### config.mk
export PLATFORM = sky130hd
export DESIGN_NAME = lin_frame_guard
export DESIGN_NICKNAME = d
export VERILOG_FILES = /design/src/rtl/lin_guard_pkg.sv /design/src/rtl/lin_pid_unit.sv /design/src/rtl/lin_len_unit.sv /design/src/rtl/lin_sum_unit.sv /design/src/rtl/lin_frame_guard.sv
export SDC_FILE = /design/constraint.sdc
export NUM_CORES = 1
export LEC_CHECK = 0
export BUFFER_PORTS_ARGS = -buffer_cell sky130_fd_sc_hd__buf_2
export CAP_MARGIN = 30
export CORE_UTILIZATION = 50
export DETAILED_ROUTE_END_ITERATION = 7
export PLACE_DENSITY = 0.8
export SYNTH_ARGS = -nofsm -noshare
export SYNTH_HDL_FRONTEND = slang
export SYNTH_SLANG_ARGS = --single-unit
### constraint.sdc
create_clock -name clk_i -period 4.2 [get_ports clk_i]
set_input_delay 0.63 -clock clk_i [delete_from_list [all_inputs] [get_ports clk_i]]
set_output_delay 0.63 -clock clk_i [all_outputs]
set_load 0.02 [all_outputs]
### src/rtl/lin_guard_pkg.sv
package lin_guard_pkg;
  localparam int BYTE_W = 8;
  localparam int ID_W   = 6;

  typedef struct packed {
    logic master;
    logic par_off;
    logic sum_off;
    logic sum_classic;
    logic len_from_id;
  } cfg_t;

  // 8-bit add, carry out of bit 7 folded back in
  function automatic logic [BYTE_W-1:0] add_eac(input logic [BYTE_W-1:0] a,
                                                input logic [BYTE_W-1:0] b);
    logic [BYTE_W:0] s;
    s = {1'b0, a} + {1'b0, b};
    return s[BYTE_W-1:0] + {{(BYTE_W-1){1'b0}}, s[BYTE_W]};
  endfunction
endpackage

### src/rtl/lin_pid_unit.sv
module lin_pid_unit
  import lin_guard_pkg::*;
(
  input  logic [BYTE_W-1:0] fid_i,
  output logic [BYTE_W-1:0] pid_o,
  output logic              par_ok_o
);
  logic p0, p1;

  always_comb begin
    p0       = fid_i[0] ^ fid_i[1] ^ fid_i[2] ^ fid_i[4];
    p1       = ~(fid_i[1] ^ fid_i[3] ^ fid_i[4] ^ fid_i[5]);
    pid_o    = {p1, p0, fid_i[ID_W-1:0]};
    par_ok_o = (fid_i[7] == p1) && (fid_i[6] == p0);
  end
endmodule

### src/rtl/lin_len_unit.sv
module lin_len_unit #(
  parameter int LEN_W = 8,
  localparam int CNT_W = LEN_W + 2
) (
  input  logic             clk_i,
  input  logic             rst_ni,
  input  logic             clr_i,
  input  logic             inc_i,
  input  logic             from_id_i,
  input  logic [LEN_W-1:0] len_cfg_i,
  input  logic [1:0]       id_code_i,
  output logic [LEN_W:0]   exp_len_o,
  output logic [CNT_W-1:0] cnt_nxt_o
);
  localparam logic [CNT_W-1:0] CNT_MAX = '1;

  logic [CNT_W-1:0] cnt_q;

  always_comb begin
    if (from_id_i) begin
      unique case (id_code_i)
        2'b10:   exp_len_o = (LEN_W+1)'(4);
        2'b11:   exp_len_o = (LEN_W+1)'(8);
        default: exp_len_o = (LEN_W+1)'(2);
      endcase
    end else begin
      exp_len_o = {1'b0, len_cfg_i} + (LEN_W+1)'(1);
    end
  end

  assign cnt_nxt_o = (inc_i && cnt_q != CNT_MAX) ? cnt_q + CNT_W'(1) : cnt_q;

  always_ff @(posedge clk_i or negedge rst_ni) begin
    if (!rst_ni)    cnt_q <= '0;
    else if (clr_i) cnt_q <= '0;
    else            cnt_q <= cnt_nxt_o;
  end

  a_r4_len_range: assert property (@(posedge clk_i) disable iff (!rst_ni)
    exp_len_o != '0 && exp_len_o <= ((LEN_W+1)'(1) << LEN_W));
  a_r9_cnt_no_wrap: assert property (@(posedge clk_i) disable iff (!rst_ni)
    $past(cnt_q) == CNT_MAX && !$past(clr_i) |-> cnt_q == CNT_MAX);
endmodule

### src/rtl/lin_sum_unit.sv
module lin_sum_unit
  import lin_guard_pkg::*;
(
  input  logic              clk_i,
  input  logic              rst_ni,
  input  logic              clr_i,
  input  logic [BYTE_W-1:0] seed_i,
  input  logic              add_i,
  input  logic [BYTE_W-1:0] byte_i,
  output logic [BYTE_W-1:0] sum_nxt_o,
  output logic              rx_ok_o
);
  logic [BYTE_W-1:0] sum_q;

  assign sum_nxt_o = add_i ? add_eac(sum_q, byte_i) : sum_q;
  // received checksum closes the running sum to all ones
  assign rx_ok_o   = add_eac(sum_q, byte_i) == '1;

  always_ff @(posedge clk_i or negedge rst_ni) begin
    if (!rst_ni)    sum_q <= '0;
    else if (clr_i) sum_q <= seed_i;
    else            sum_q <= sum_nxt_o;
  end
endmodule

### src/rtl/lin_frame_guard.sv
module lin_frame_guard
  import lin_guard_pkg::*;
#(
  parameter int LEN_W = 8
) (
  input  logic              clk_i,
  input  logic              rst_ni,
  input  logic              sof_i,
  input  logic              master_i,
  input  logic              par_off_i,
  input  logic              sum_off_i,
  input  logic              sum_classic_i,
  input  logic              len_from_id_i,
  input  logic [LEN_W-1:0]  len_cfg_i,
  input  logic [BYTE_W-1:0] frame_id_i,
  input  logic [BYTE_W-1:0] byte_i,
  input  logic              byte_vld_i,
  input  logic              byte_last_i,
  output logic [BYTE_W-1:0] pid_o,
  output logic [LEN_W:0]    exp_len_o,
  output logic              done_o,
  output logic [BYTE_W-1:0] chk_o,
  output logic              par_err_o,
  output logic              sum_err_o,
  output logic              cnt_err_o
);
  localparam int CNT_W = LEN_W + 2;

  cfg_t              cfg_q;
  logic [LEN_W-1:0]  len_cfg_q;
  logic [BYTE_W-1:0] pid_q, pid_calc, pid_nxt, seed;
  logic              par_ok, open_q;
  logic              accept, fin, chk_byte, data_byte;
  logic [BYTE_W-1:0] sum_nxt;
  logic              rx_ok;
  logic [CNT_W-1:0]  cnt_nxt;

  lin_pid_unit u_pid (
    .fid_i    (frame_id_i),
    .pid_o    (pid_calc),
    .par_ok_o (par_ok)
  );

  assign pid_nxt = (master_i && !par_off_i) ? pid_calc : frame_id_i;
  assign seed    = sum_classic_i ? '0 : pid_nxt;

  // the start-of-frame cycle never accepts a byte
  assign accept    = byte_vld_i && open_q && !sof_i;
  assign fin       = accept && byte_last_i;
  assign chk_byte  = fin && !cfg_q.master && !cfg_q.sum_off;
  assign data_byte = accept && !chk_byte;

  lin_sum_unit u_sum (
    .clk_i     (clk_i),
    .rst_ni    (rst_ni),
    .clr_i     (sof_i),
    .seed_i    (seed),
    .add_i     (data_byte),
    .byte_i    (byte_i),
    .sum_nxt_o (sum_nxt),
    .rx_ok_o   (rx_ok)
  );

  lin_len_unit #(.LEN_W(LEN_W)) u_len (
    .clk_i     (clk_i),
    .rst_ni    (rst_ni),
    .clr_i     (sof_i),
    .inc_i     (data_byte),
    .from_id_i (cfg_q.len_from_id),
    .len_cfg_i (len_cfg_q),
    .id_code_i (pid_q[5:4]),
    .exp_len_o (exp_len_o),
    .cnt_nxt_o (cnt_nxt)
  );

  always_ff @(posedge clk_i or negedge rst_ni) begin
    if (!rst_ni) begin
      cfg_q     <= '0;
      len_cfg_q <= '0;
      pid_q     <= '0;
      open_q    <= 1'b0;
      par_err_o <= 1'b0;
      sum_err_o <= 1'b0;
      cnt_err_o <= 1'b0;
      done_o    <= 1'b0;
      chk_o     <= '0;
    end else if (sof_i) begin
      cfg_q     <= '{master: master_i, par_off: par_off_i, sum_off: sum_off_i,
                     sum_classic: sum_classic_i, len_from_id: len_from_id_i};
      len_cfg_q <= len_cfg_i;
      pid_q     <= pid_nxt;
      open_q    <= 1'b1;
      par_err_o <= !master_i && !par_off_i && !par_ok;
      sum_err_o <= 1'b0;
      cnt_err_o <= 1'b0;
      done_o    <= 1'b0;
    end else begin
      done_o <= fin;
      if (fin) begin
        open_q    <= 1'b0;
        chk_o     <= (cfg_q.master && !cfg_q.sum_off) ? ~sum_nxt : '0;
        sum_err_o <= chk_byte && !rx_ok;
        cnt_err_o <= cnt_nxt != CNT_W'(exp_len_o);
      end
    end
  end

  assign pid_o = pid_q;

  a_r10_err_hold: assert property (@(posedge clk_i) disable iff (!rst_ni)
    ($fell(par_err_o) || $fell(sum_err_o) || $fell(cnt_err_o)) |-> $past(sof_i));
  a_r11_done_pulse: assert property (@(posedge clk_i) disable iff (!rst_ni)
    done_o |=> !done_o);
  a_r7_master_clean: assert property (@(posedge clk_i) disable iff (!rst_ni)
    cfg_q.master |-> !sum_err_o && !par_err_o);
  a_r2_par_off_quiet: assert property (@(posedge clk_i) disable iff (!rst_ni)
    cfg_q.par_off |-> !par_err_o);
  a_r8_sum_off_quiet: assert property (@(posedge clk_i) disable iff (!rst_ni)
    cfg_q.sum_off |-> !sum_err_o);
endmodule

# --- Yosys cells after proc, flatten, opt, wreduce, memory -nomap -nowiden ---
# Index checks and enable logic that the tools add are counted.
classes:
  n_addsub: 4
  n_eq_ne: 7
  mux: 16
  n_bitwise: 9
  reduce_logical: 23
op_table:
  columns: ["operator", "count"]
  rows:
  - ["2-to-1 mux 8 bit", 5]
  - ["2-to-1 mux 10 bit", 2]
  - ["logical AND 1 bit", 13]
  - ["adder 10 x 1 -> 10 bit (second input constant)", 1]
  - ["!= test 10 bit (second input constant)", 1]
  - ["!= test 10 x 9 -> 1 bit", 1]
  - ["adder 8 x 1 -> 9 bit (second input constant)", 1]
  - ["adder 8 x 8 -> 9 bit", 1]
  - ["2-to-1 mux 9 bit", 1]
  - ["adder 8 x 1 -> 8 bit", 1]
  - ["equality test 8 bit (second input constant)", 1]
  - ["logical NOT 1 bit", 8]
  - ["NOT 8 bit", 1]
  - ["one-hot mux 4 bit (2 select lines)", 1]
  - ["2-to-1 mux 1 bit", 7]
  - ["bitwise XOR 1 bit", 6]
  - ["equality test 2 bit (second input constant)", 2]
  - ["equality test 1 bit", 2]
  - ["NOT 1 bit", 2]
  - ["AND reduction 2 bit", 1]
  - ["nonzero test 2 bit", 1]
totals:
  ff_bits: 50
  output_inout_bits: 29

# --- Logic depth before layout (Yosys ltp) ---
# Gate-level depths: netlist of the first run.
logic_depth:
  word_depth: 12
  mapped_depth: 14

# --- Hierarchy ---
# Synthesis of the first run repeated with hierarchy kept, for this count alone.
hier_totals:
  cells_unflattened: 354
  hier_area_um2: 3520.9
by_module_without_submodules:
  columns: ["module", "n_inst", "seq_area_each_um2", "cells_each", "area_each_um2"]
  rows:
  - ["lin_frame_guard", 1, 800.8, 127, 1463.9]
  - ["lin_len_unit", 1, 250.2, 119, 967.2]
  - ["lin_sum_unit", 1, 200.2, 92, 917.1]
  - ["lin_pid_unit", 1, 0.0, 16, 172.7]

# --- Worst setup path before layout of the first run ---
# Ideal clock, no wire load.
synth_timing:
  path_type: "input to register"
  start: "input port byte_i[0]"
  end: "register sum_err_o"
  arrival_ps: 3309
  path_stages: 13
  setup_time_ps: 126
  path_slack_ps: 765
  cell_sequence: "ha_1 > fa_1 > a21oi_2 > o21ai_2 > o31ai_2 > or2b_1 > a21o_1 > ha_1 > and3_1 > and3_1 > and3b_1 > xnor2_2 > o32a_1"
synth_between:
  elab_chain_cells: 7
synth_rtl:
  columns: ["element", "line_no", "text"]
  rows:
  - ["from (decl)", "lin_frame_guard.sv:16", "input logic [BYTE_W-1:0] byte_i,"]
  - ["adder 8 x 8 -> 9 bit", "lin_guard_pkg.sv:17", "s = {1'b0, a} + {1'b0, b};"]
  - ["adder 8 x 1 -> 8 bit", "lin_guard_pkg.sv:18", "return s[BYTE_W-1:0] + {{(BYTE_W-1){1'b0}}, s[BYTE_W]};"]
  - ["equality test 8 bit", "lin_sum_unit.sv:17", "assign rx_ok_o = add_eac(sum_q, byte_i) == '1;"]
  - ["logical NOT 1 bit", "lin_frame_guard.sv:102", "sum_err_o <= chk_byte && !rx_ok;"]
  - ["logical AND 1 bit", "lin_frame_guard.sv:102", null]
  - ["2-to-1 mux 1 bit", "lin_frame_guard.sv:99", "if (fin) begin"]
  - ["2-to-1 mux 1 bit", "lin_frame_guard.sv:87", "end else if (sof_i) begin"]
  - ["to (signal assigned)", "lin_frame_guard.sv:102", null]
  - ["to (decl)", "lin_frame_guard.sv:24", "output logic sum_err_o,"]
# Every way passes these cells. The select of a mux whose other input is x is not followed.
# A chain may end at the register's enable or synchronous reset.

# --- Worst setup path in the final report of the first run ---
# Same ends and word-level chain as after synthesis.

==> results of run 1 <==
==> worst paths after layout <==
check / slack (ns) / cells after the start / startpoint / endpoint
worst min-delay path: 0.26 / 1 / rst_ni / u_len.cnt_q[5]
max in group asynchronous: 3.41 / 2 / rst_ni / pid_o[1]
worst max register to register: 0.79 / 14 / u_sum.sum_q[0] / sum_err_o
worst min register to register: 0.49 / 2 / chk_o[1] / chk_o[1]
worst max-delay path: 0.75 / 15 / byte_i[0] / sum_err_o
min in group clk_i: 0.49 / 2 / chk_o[1] / chk_o[1]
==> registers in the layout, indices dropped and copies added, names as in the netlist <==
register / count
u_len.cnt_q: 10
chk_o: 8
len_cfg_q: 8
pid_o: 8
u_sum.sum_q: 8
cfg_q: 3
cnt_err_o: 1
done_o: 1
open_q: 1
par_err_o: 1
sum_err_o: 1
==> layout make-up <==
type	count	area, um2	area share
clock buffers	7	76.3	0.0217
inverters	11	41.3	0.0118
multi-input cells	234	1710	0.488
flip-flops and latches	50	1250	0.356
well taps	75	93.8	0.0267
repair buffers	64	338	0.0962
==> per-layer routing <==
layer	share of wire	wire (um)	global-route usage	vias up
li1	-	-	-	1206
met1	0.48	3120	0.311	1153
met2	0.45	2920	0.346	80
met3	0.054	352	0.0489	19
met4	0.025	161	0.0679	0
met5	0	0	0	-
==> cells by family after synthesis <==
logic type / count (synthesis)
AO/OA/AOI/OAI: 61
buffers and inverters: 21
multiplexers: 21
flip-flops: 50
adder cells (fa/ha/maj): 14
XOR/XNOR: 38
AND/OR/NAND/NOR: 100
==> per-stage QoR <==
step           utilization  std cells
2_1_floorplan            -        305
3_3_place_gp         0.577        433
3_5_place_dp         0.581        434
4_1_cts              0.593        441
5_1_grt              0.593        441
6_report             0.593        441
==> Yosys cell counts, drive strengths merged, types with 5 or more instances <==
library cell and n:
o22ai 5, xor2 11, nand2 24, nor2 31
o21ai 19, inv 10, nor3 7, nor4 6
mux2 14, dfrtp 50, mux2i 7, clkbuf 7
a21oi 14, xnor2 27, ha 13, nand3 8
==> placed cells by master (no fill, tap or decap), drive strengths merged, types with 2 or more instances in the layout <==
cell type,Yosys,layout
o32ai,2,2
mux2,14,14
a21o,4,4
nand3b,2,2
and3,4,4
nand2b,2,2
or2,3,3
ha,13,13
o21ai,19,19
nor3,7,7
xnor2,27,27
dfrtp,50,50
o22ai,5,5
o31ai,2,2
nor4,6,6
nand4,3,3
or3,4,4
o21a,2,2
buf,3,64
clkbuf,7,7
a22o,4,4
xor2,11,11
nand2,24,24
nor2,31,31
a21oi,14,14
a31oi,2,2
or4,2,2
mux2i,7,7
nand3,8,8
inv,10,10
==> where the power goes <==
part / switching (W) / total, W / internal [W] / leakage (nW)
clock: 0.000148 / 0.000263 / 0.000115 / 0.0383
sequential: 0.0000392 / 0.000559 / 0.000520 / 0.641
combinational: 0.000236 / 0.000412 / 0.000177 / 0.980
total: 0.000423 / 0.00123 / 0.000812 / 1.66
==> impl_results.md, run 1 <==
* Commonest register cell after synthesis: dfrtp_1
* DRC at 0
* Overflow after GRT at 0
* Worst vdd ir at 256 uV
* Pre-CTS WS at 0.455 ns
* Post-DP HPWL at 5150 um
* Cell mode on critical path: ha_1
* Count of cell types in the netlist at 55
* Top-area cell type share of the netlist area at 0.408
* Worst skew pair latency at 0.30 ns
* # port buffers at 62
* Vias/cell at 5.57
* Die area at 0.00645 mm2
* Clock-pin transition on the worst setup and hold timing paths at 0.09 ns
* Core area at 0.00592 mm2
* DRT Pass-1 Iters at 4
* Final hold slack at 0.260 ns
* CTS hold repair buffers at 0
* CTS root buffer: clkbuf_8
* Syn_area_per_cell at 10.1 um2
* Final Hold Fails at 0
* Area growth syn-to-layout at 14.6%
* Largest net degree at the start of global routing at 43
* Slew headroom at 0.539
* Drt initial violations at 192
* Compound-gate portion of the synthesized area at 0.130
* #FFs+latches synth at 50
* Routed len/inst at 14.9 um
* Hold WC Path Type: in -> async
* Setup bufs post-CTS at 0
* Startpoint Class: input pin
* Fillers at 510
* Fraction of registers with async set/reset at 1.00
* Setup Crit Path Kind: in -> reg
* Vias in the first global route at 2382
* Post-Syn Nets at 353
* Critical Path RT at 4.39 ns
* Maxcap violations at 0
* First-pass GRT wire length at 11100 um
* Final nets at 414
* Number of antenna repair diodes at 0
* Max FO, Critical Path at 3
* Row count at 28
* Setup-failing EPs final at 0
* Pwr dens at 351 mW/mm2
* Cells after Synth at 305
* Period utilization at 0.822
* Mapped Area at 0.00307 mm2
* Post-synthesis simple-gate area fraction at 0.178
* Io pins at 63
* Layout cell share with drive strength beyond 1 at 0.270
* Post-Route WL at 6550 um
* Worst Tran Pin Value at 0.692 ns
* CP delay by family, top: compound AO/OA/AOI/OAI gates
* Post-Synth XOR/XNOR Area at 0.117
* Die span in x at 80.3 um
* Post-synthesis mux area share at 0.0743
* Critical Path Max Stage Delay at 0.42 ns
* Post-Synth Adder-Cell Area at 0.0596
* # resized after CTS at 0
* Clock Path Buffers at 2
* Ys Warns at 0
* Final worst slack at 0.749 ns
* Fin area at 0.00351 mm2
* GRT Util Overall at 0.223
* Largest family of logic cells by synthesized area: simple AND/OR/NAND/NOR gates
* CP arrival at 3.64 ns
* Final Slew Violations at 0
* Top cells by area, synth: dfrtp_1 (41%), xnor2_1 (7.1%), ha_1 (5.3%), mux2_2 (4.8%), nor2_1 (3.8%)
* Initial antenna violation count at 0
* TritonCTS Buffers at 5
* Cell accounting for the most synthesized area: dfrtp_1
* Fmax at 290 MHz
* Outcome: finished, final reports clean
* CTS tree: done
* Minimum clock period at 3.45 ns
* Chip height at 80.3 um
* Sum Neg Setup Slack at 0 ns
* DR vias at 2458
* Cells along the critical path: buf_2 > ha_1 > fa_1 > a21oi_2 > o21ai_2 > o31ai_2 > or2b_1 > a21o_1 > ha_1 > ha_1 > xor2_1 > nand3_1 > nor2_1 > nand4_1 > o32a_1
* Area post-placement at 0.00344 mm2
* Routed Antenna Nets at 0
* RePlAce Congestion at 0.922
* Seq/Total Area, Yosys at 0.408
* Sink Count at 50
* CP Capture Type: flip-flop
* RSZ-0062 raised after global routing: false
* Initial Util at 0.518
* Worst path bufs/invs at 1
* Total Power at 0.00123 W
* CP max stage cell: fa_1
* Static leakage at 1.66 nW
* Post-synth EDFFs at 0
* Worst Skew at 0.0102 ns
* H-tree lvl count at 2
No activity file was read; power rests on OpenSTA's default activity.
==> inputs of run 2 (changes only) <==
==> constraint.sdc (replaced) <==
create_clock -name clk_i -period 3.4 [get_ports clk_i]
set_input_delay 0.51 -clock clk_i [delete_from_list [all_inputs] [get_ports clk_i]]
set_output_delay 0.51 -clock clk_i [all_outputs]
set_load 0.02 [all_outputs]
==> impl_results.md, run 2 (synthesis results as in run 1) <==
* R2r endpoint: sum_err_o
* Critical path launch point: u_sum.sum_q[0]
* Sink Count at 50
* Clock Path Buffers at 2
* Sum Neg Setup Slack at 0 ns
* Critical Path RT at 3.59 ns
* M1 GR Usage at 0.326
* Slew headroom at 0.540
* Routed len/inst at 14.6 um
* Final Slew Violations at 0
* CTS root buffer: clkbuf_8
* CTS hold repair buffers at 0
* FF-to-FF path depth at 13
* Worst vdd ir at 278 uV
* DRT Pass-1 Iters at 6
* Most frequent cells in the layout: buf_2 (62), dfrtp_1 (50), nor2_1 (31), xnor2_1 (25), nand2_1 (24)
* Initial antenna violation count at 0
* Row count at 28
* Layout cell share with drive strength beyond 1 at 0.296
* Die span in x at 80.3 um
* Met3 usage at 0.0341
* Vias/cell at 5.48
* Pwr dens at 441 mW/mm2
* Post-Route WL at 6570 um
* Commonest non-fill, non-tap cell in the layout: buf_2
* Static leakage at 1.70 nW
* First-pass GRT wire length at 11000 um
* Final nets at 422
* Worst Tran Pin Value at 0.690 ns
* R2R Setup Slk at 0.16 ns
* Startpoint Class: flip-flop
* Fmax at 309 MHz
* Met2 Use GR at 0.342
* CP arrival at 3.43 ns
* Max reg flops at 10
* RePlAce Congestion at 0.920
* Area of the multi-input gates at 0.00173 mm2
* Fillers at 501
* Setup Crit Path Kind: reg -> reg
* Initial Util at 0.518
* Register area at 0.00125 mm2
* Outcome: finished with violations
* Number of antenna repair diodes at 0
* DRC at 2
* H-tree lvl count at 2
* Core area at 0.00592 mm2
* Largest reg by FF count: u_len.cnt_q
* Routed Antenna Nets at 0
* Minimum clock period at 3.24 ns
* Area growth syn-to-layout at 17.1%
* TritonCTS Buffers at 5
* Vias in the first global route at 2320
* Largest net degree at the start of global routing at 43
* Hold WC Path Type: in -> async
* Clock-pin transition on the worst setup and hold timing paths at 0.09 ns
* Layout Utilization at 0.607
* Total Power at 0.00159 W
* Io pins at 63
* Setup-failing EPs final at 0
* Post-DP HPWL at 5160 um
* Final Hold Fails at 0
* Crit Reg-Reg Startpoint: u_sum.sum_q[0]
* CTS tree: done
* GRT Util Overall at 0.224
* Overflow after GRT at 0
* Worst Skew at 0.0106 ns
* Chip height at 80.3 um
* CP Capture Type: flip-flop
* Drt initial violations at 104
* Period utilization at 0.953
* Max FO, Critical Path at 3
* # port buffers at 62
* Violated checks: DRC
* Die area at 0.00645 mm2
* Worst skew pair latency at 0.31 ns
* Final hold slack at 0.235 ns
* DR vias at 2467
* Maxcap violations at 0
* Gr busiest metal: met2
==> run 2: cell types whose count changed in the layout (fill, tap and decap cells not counted), sizes merged <==
| cell | change |
|---|---|
| buf | +8 |
| clkinv | +1 |
==> run 2: stage by stage <==
step                area, um2  instances  worst slack, ns
floorplan                3070        305           0.0848
global placement         3480        441          -0.0334
detailed placement       3480        441           -0.123
CTS                      3570        449            0.124
global route             3590        450          -0.0359
finish                   3590        450            0.160
==> run 2: critical path, stage by stage, from the launching register on <==
cell	delay [ns]
dfrtp_1	0.41
ha_4	0.17
fa_2	0.34
a21oi_2	0.19
o21ai_2	0.09
o31ai_2	0.25
or2b_1	0.26
a21o_1	0.18
ha_1	0.20
and3_1	0.17
and3_1	0.19
and3b_1	0.20
xnor2_2	0.14
o32a_1	0.34
==> run 2: where the power goes <==
part           internal, W  total [W]  leakage (nW)  switching (W)
logic             0.000245   0.000540          1.01       0.000295
clock network     0.000164   0.000354        0.0482       0.000189
registers         0.000642   0.000692         0.641      0.0000495
==> run 2: worst max path at each step <==
stage	slack, ns	end	cells after the start
floorplan	0.08	sum_err_o	13
global placement	-0.03	sum_err_o	14
detailed placement	-0.12	sum_err_o	14
CTS	0.12	sum_err_o	13
global route	-0.04	sum_err_o	14
finish	0.16	sum_err_o	13
==> run 2: routing by layer <==
layer	vias up	share of wire	wire, um
met5	-	0	0
met4	0	0.020	134
met3	10	0.048	318
met2	68	0.46	3000
met1	1160	0.47	3120
li1	1229	-	-
==> run 2: area by class of cell <==
cell class | instances | area share
clock buffers | 7 | 0.0240
repair buffers | 72 | 0.107
clock inverters | 1 | 0.00139
flip-flops and latches | 50 | 0.348
inverters | 11 | 0.0115
multi-input cells | 234 | 0.481
well taps | 75 | 0.0261
==> run 2: what timing repair did <==
| action | in CTS | in global routing |
|---|---|---|
| buffers inserted | 0 | 1 |
| endpoints found under the hold margin | 0 | 0 |
| setup endpoints to repair | 0 | 1 |
| resized for setup | 0 | 3 |
==> inputs of run 3 (changes only) <==
--- a/config.mk
+++ b/config.mk
@@ -10,6 +10,7 @@
 export CORE_UTILIZATION = 50
 export DETAILED_ROUTE_END_ITERATION = 7
 export PLACE_DENSITY = 0.8
+export RECOVER_POWER = 25
 export SYNTH_ARGS = -nofsm -noshare
 export SYNTH_HDL_FRONTEND = slang
 export SYNTH_SLANG_ARGS = --single-unit
==> impl_results.md, run 3 (synthesis results as in run 1) <==
* Number of antenna repair diodes at 0
* Chip height at 80.3 um
* Gr busiest metal: met2
* RePlAce Congestion at 0.920
* Pwr dens at 442 mW/mm2
* Largest reg by FF count: u_len.cnt_q
* Sw Share at 0.337
* Layout cell share with drive strength beyond 1 at 0.291
* Clock Path Buffers at 2
* Violated checks: DRC, capacitance limit, slew limit
* DR vias at 2470
* Max FO, Critical Path at 3
* Drt initial violations at 104
* Outcome: finished with violations
* Post-Route WL at 6580 um
* Layout Utilization at 0.606
* Routed Antenna Nets at 0
* Hold-critical path depth at 2
* Combinational fraction of design power at 0.340
* Final Hold Fails at 0
* Initial antenna violation count at 0
* Final worst slack at 0.160 ns
* Internal Power at 0.00105 W
* Io pins at 63
* Fillers at 503
* # port buffers at 62
* Setup-failing EPs final at 0
* Met2 Use GR at 0.342
* Critical Path RT at 3.59 ns
* Maxcap violations at 1
* Psw at 0.000534 W
* Static leakage at 1.70 nW
* Sequential power share at 0.437
* First-pass GRT wire length at 11000 um
* Minimum clock period at 3.24 ns
* Die span in x at 80.3 um
* Met3 usage at 0.0341
* Row count at 28
* CP arrival at 3.43 ns
* Slew headroom at -0.103
* GRT Util Overall at 0.224
* FF-to-FF path depth at 13
* Most frequent cells in the layout: buf_2 (60), dfrtp_1 (50), nor2_1 (31), xnor2_1 (25), nand2_1 (24)
* Area growth syn-to-layout at 17.1%
* DRT Pass-1 Iters at 6
* CTS tree: done
* Initial Util at 0.518
* Hold WC Path Type: in -> reg
* Final nets at 422
* Sum Neg Setup Slack at 0 ns
* Clock power frac at 0.223
* Worst Tran Pin Value at 1.65 ns
* Die area at 0.00645 mm2
* Total Power at 0.00158 W
* Commonest non-fill, non-tap cell in the layout: buf_2
* Largest net degree at the start of global routing at 43
* CTS root buffer: clkbuf_8
* CP Capture Type: flip-flop
* Clock-pin transition on the worst setup and hold timing paths at 0.08 ns
* Worst vdd ir at 278 uV
* M1 GR Usage at 0.326
* Setup Crit Path Kind: reg -> reg
* Max reg flops at 10
* Routed len/inst at 14.6 um
* Period utilization at 0.953
* DRC at 1
* TritonCTS Buffers at 5
* Vias/cell at 5.49
* Final hold slack at 0.395 ns
* H-tree lvl count at 2
* Fmax at 309 MHz
* Overflow after GRT at 0
* Register area at 0.00125 mm2
* Worst Skew at 0.0106 ns
* CTS hold repair buffers at 0
* Area of the multi-input gates at 0.00173 mm2
* Vias in the first global route at 2320
* Pre-CTS WS at -0.123 ns
* Worst skew pair latency at 0.31 ns
* Sink Count at 50
* Startpoint Class: flip-flop
* Post-DP HPWL at 5160 um
* Core area at 0.00592 mm2
* Final Slew Violations at 32
run 3: changes by cell type in the layout (fill, tap and decap cells not counted):
| cell | change |
|---|---|
| buf_2 | -2 |
| clkbuf_1 | +2 |
run 3: layer usage:
layer | vias up | routed length [um]
li1 | 1229 | -
met5 | - | 0
met1 | 1163 | 3120
met2 | 68 | 3000
met4 | 0 | 134
met3 | 10 | 318
run 3: worst max-delay path, stage by stage (launching register included):
cell	delay, ns
dfrtp_1	0.41
ha_4	0.17
fa_2	0.34
a21oi_2	0.19
o21ai_2	0.09
o31ai_2	0.25
or2b_1	0.26
a21o_1	0.18
ha_1	0.20
and3_1	0.17
and3_1	0.19
and3b_1	0.20
xnor2_2	0.14
o32a_1	0.34
run 3: final timing paths:
path	endpoint	slack [ns]	from
max	sum_err_o	0.16	u_sum.sum_q[0]
min	par_err_o	0.40	par_off_i
max reg2reg	sum_err_o	0.16	u_sum.sum_q[0]
min reg2reg	chk_o[0]	0.48	chk_o[0]
max in group asynchronous	par_err_o	1.73	rst_ni
min in group asynchronous	u_len.cnt_q[4]	0.61	rst_ni
run 3: through the flow:
| step | instance area (um2) | std cells |
|---|---|---|
| floorplan | 3070 | 305 |
| finish | 3590 | 450 |
| global route | 3590 | 450 |
| global placement | 3480 | 441 |
| CTS | 3570 | 449 |
| detailed placement | 3480 | 441 |
run 3: power by group through the flow:
stage / clock network, W / registers (W) / logic, W
6_report: 0.000354 / 0.000692 / 0.000539
5_1_grt: 0.000383 / 0.000699 / 0.000597
4_1_cts: 0.000361 / 0.000691 / 0.000535
3_5_place_dp: 0 / 0.000702 / 0.000534
3_3_place_gp: 0 / 0.000700 / 0.000519
2_1_floorplan: 0 / 0.000709 / 0.000352
run 3: what timing repair did:
action / 4_1_cts / 5_1_grt
setup endpoints to repair: 0 / 1
gates resized for setup: 0 / 3
setup buffers: 0 / 1
run 3: cell type report:
class,count,share of cell area
clock inverters,1,0.00139
flip-flops and latches,50,0.349
repair buffers,72,0.107
inverters,11,0.0115
multi-input cells,234,0.482
well taps,75,0.0262
clock buffers,7,0.0241
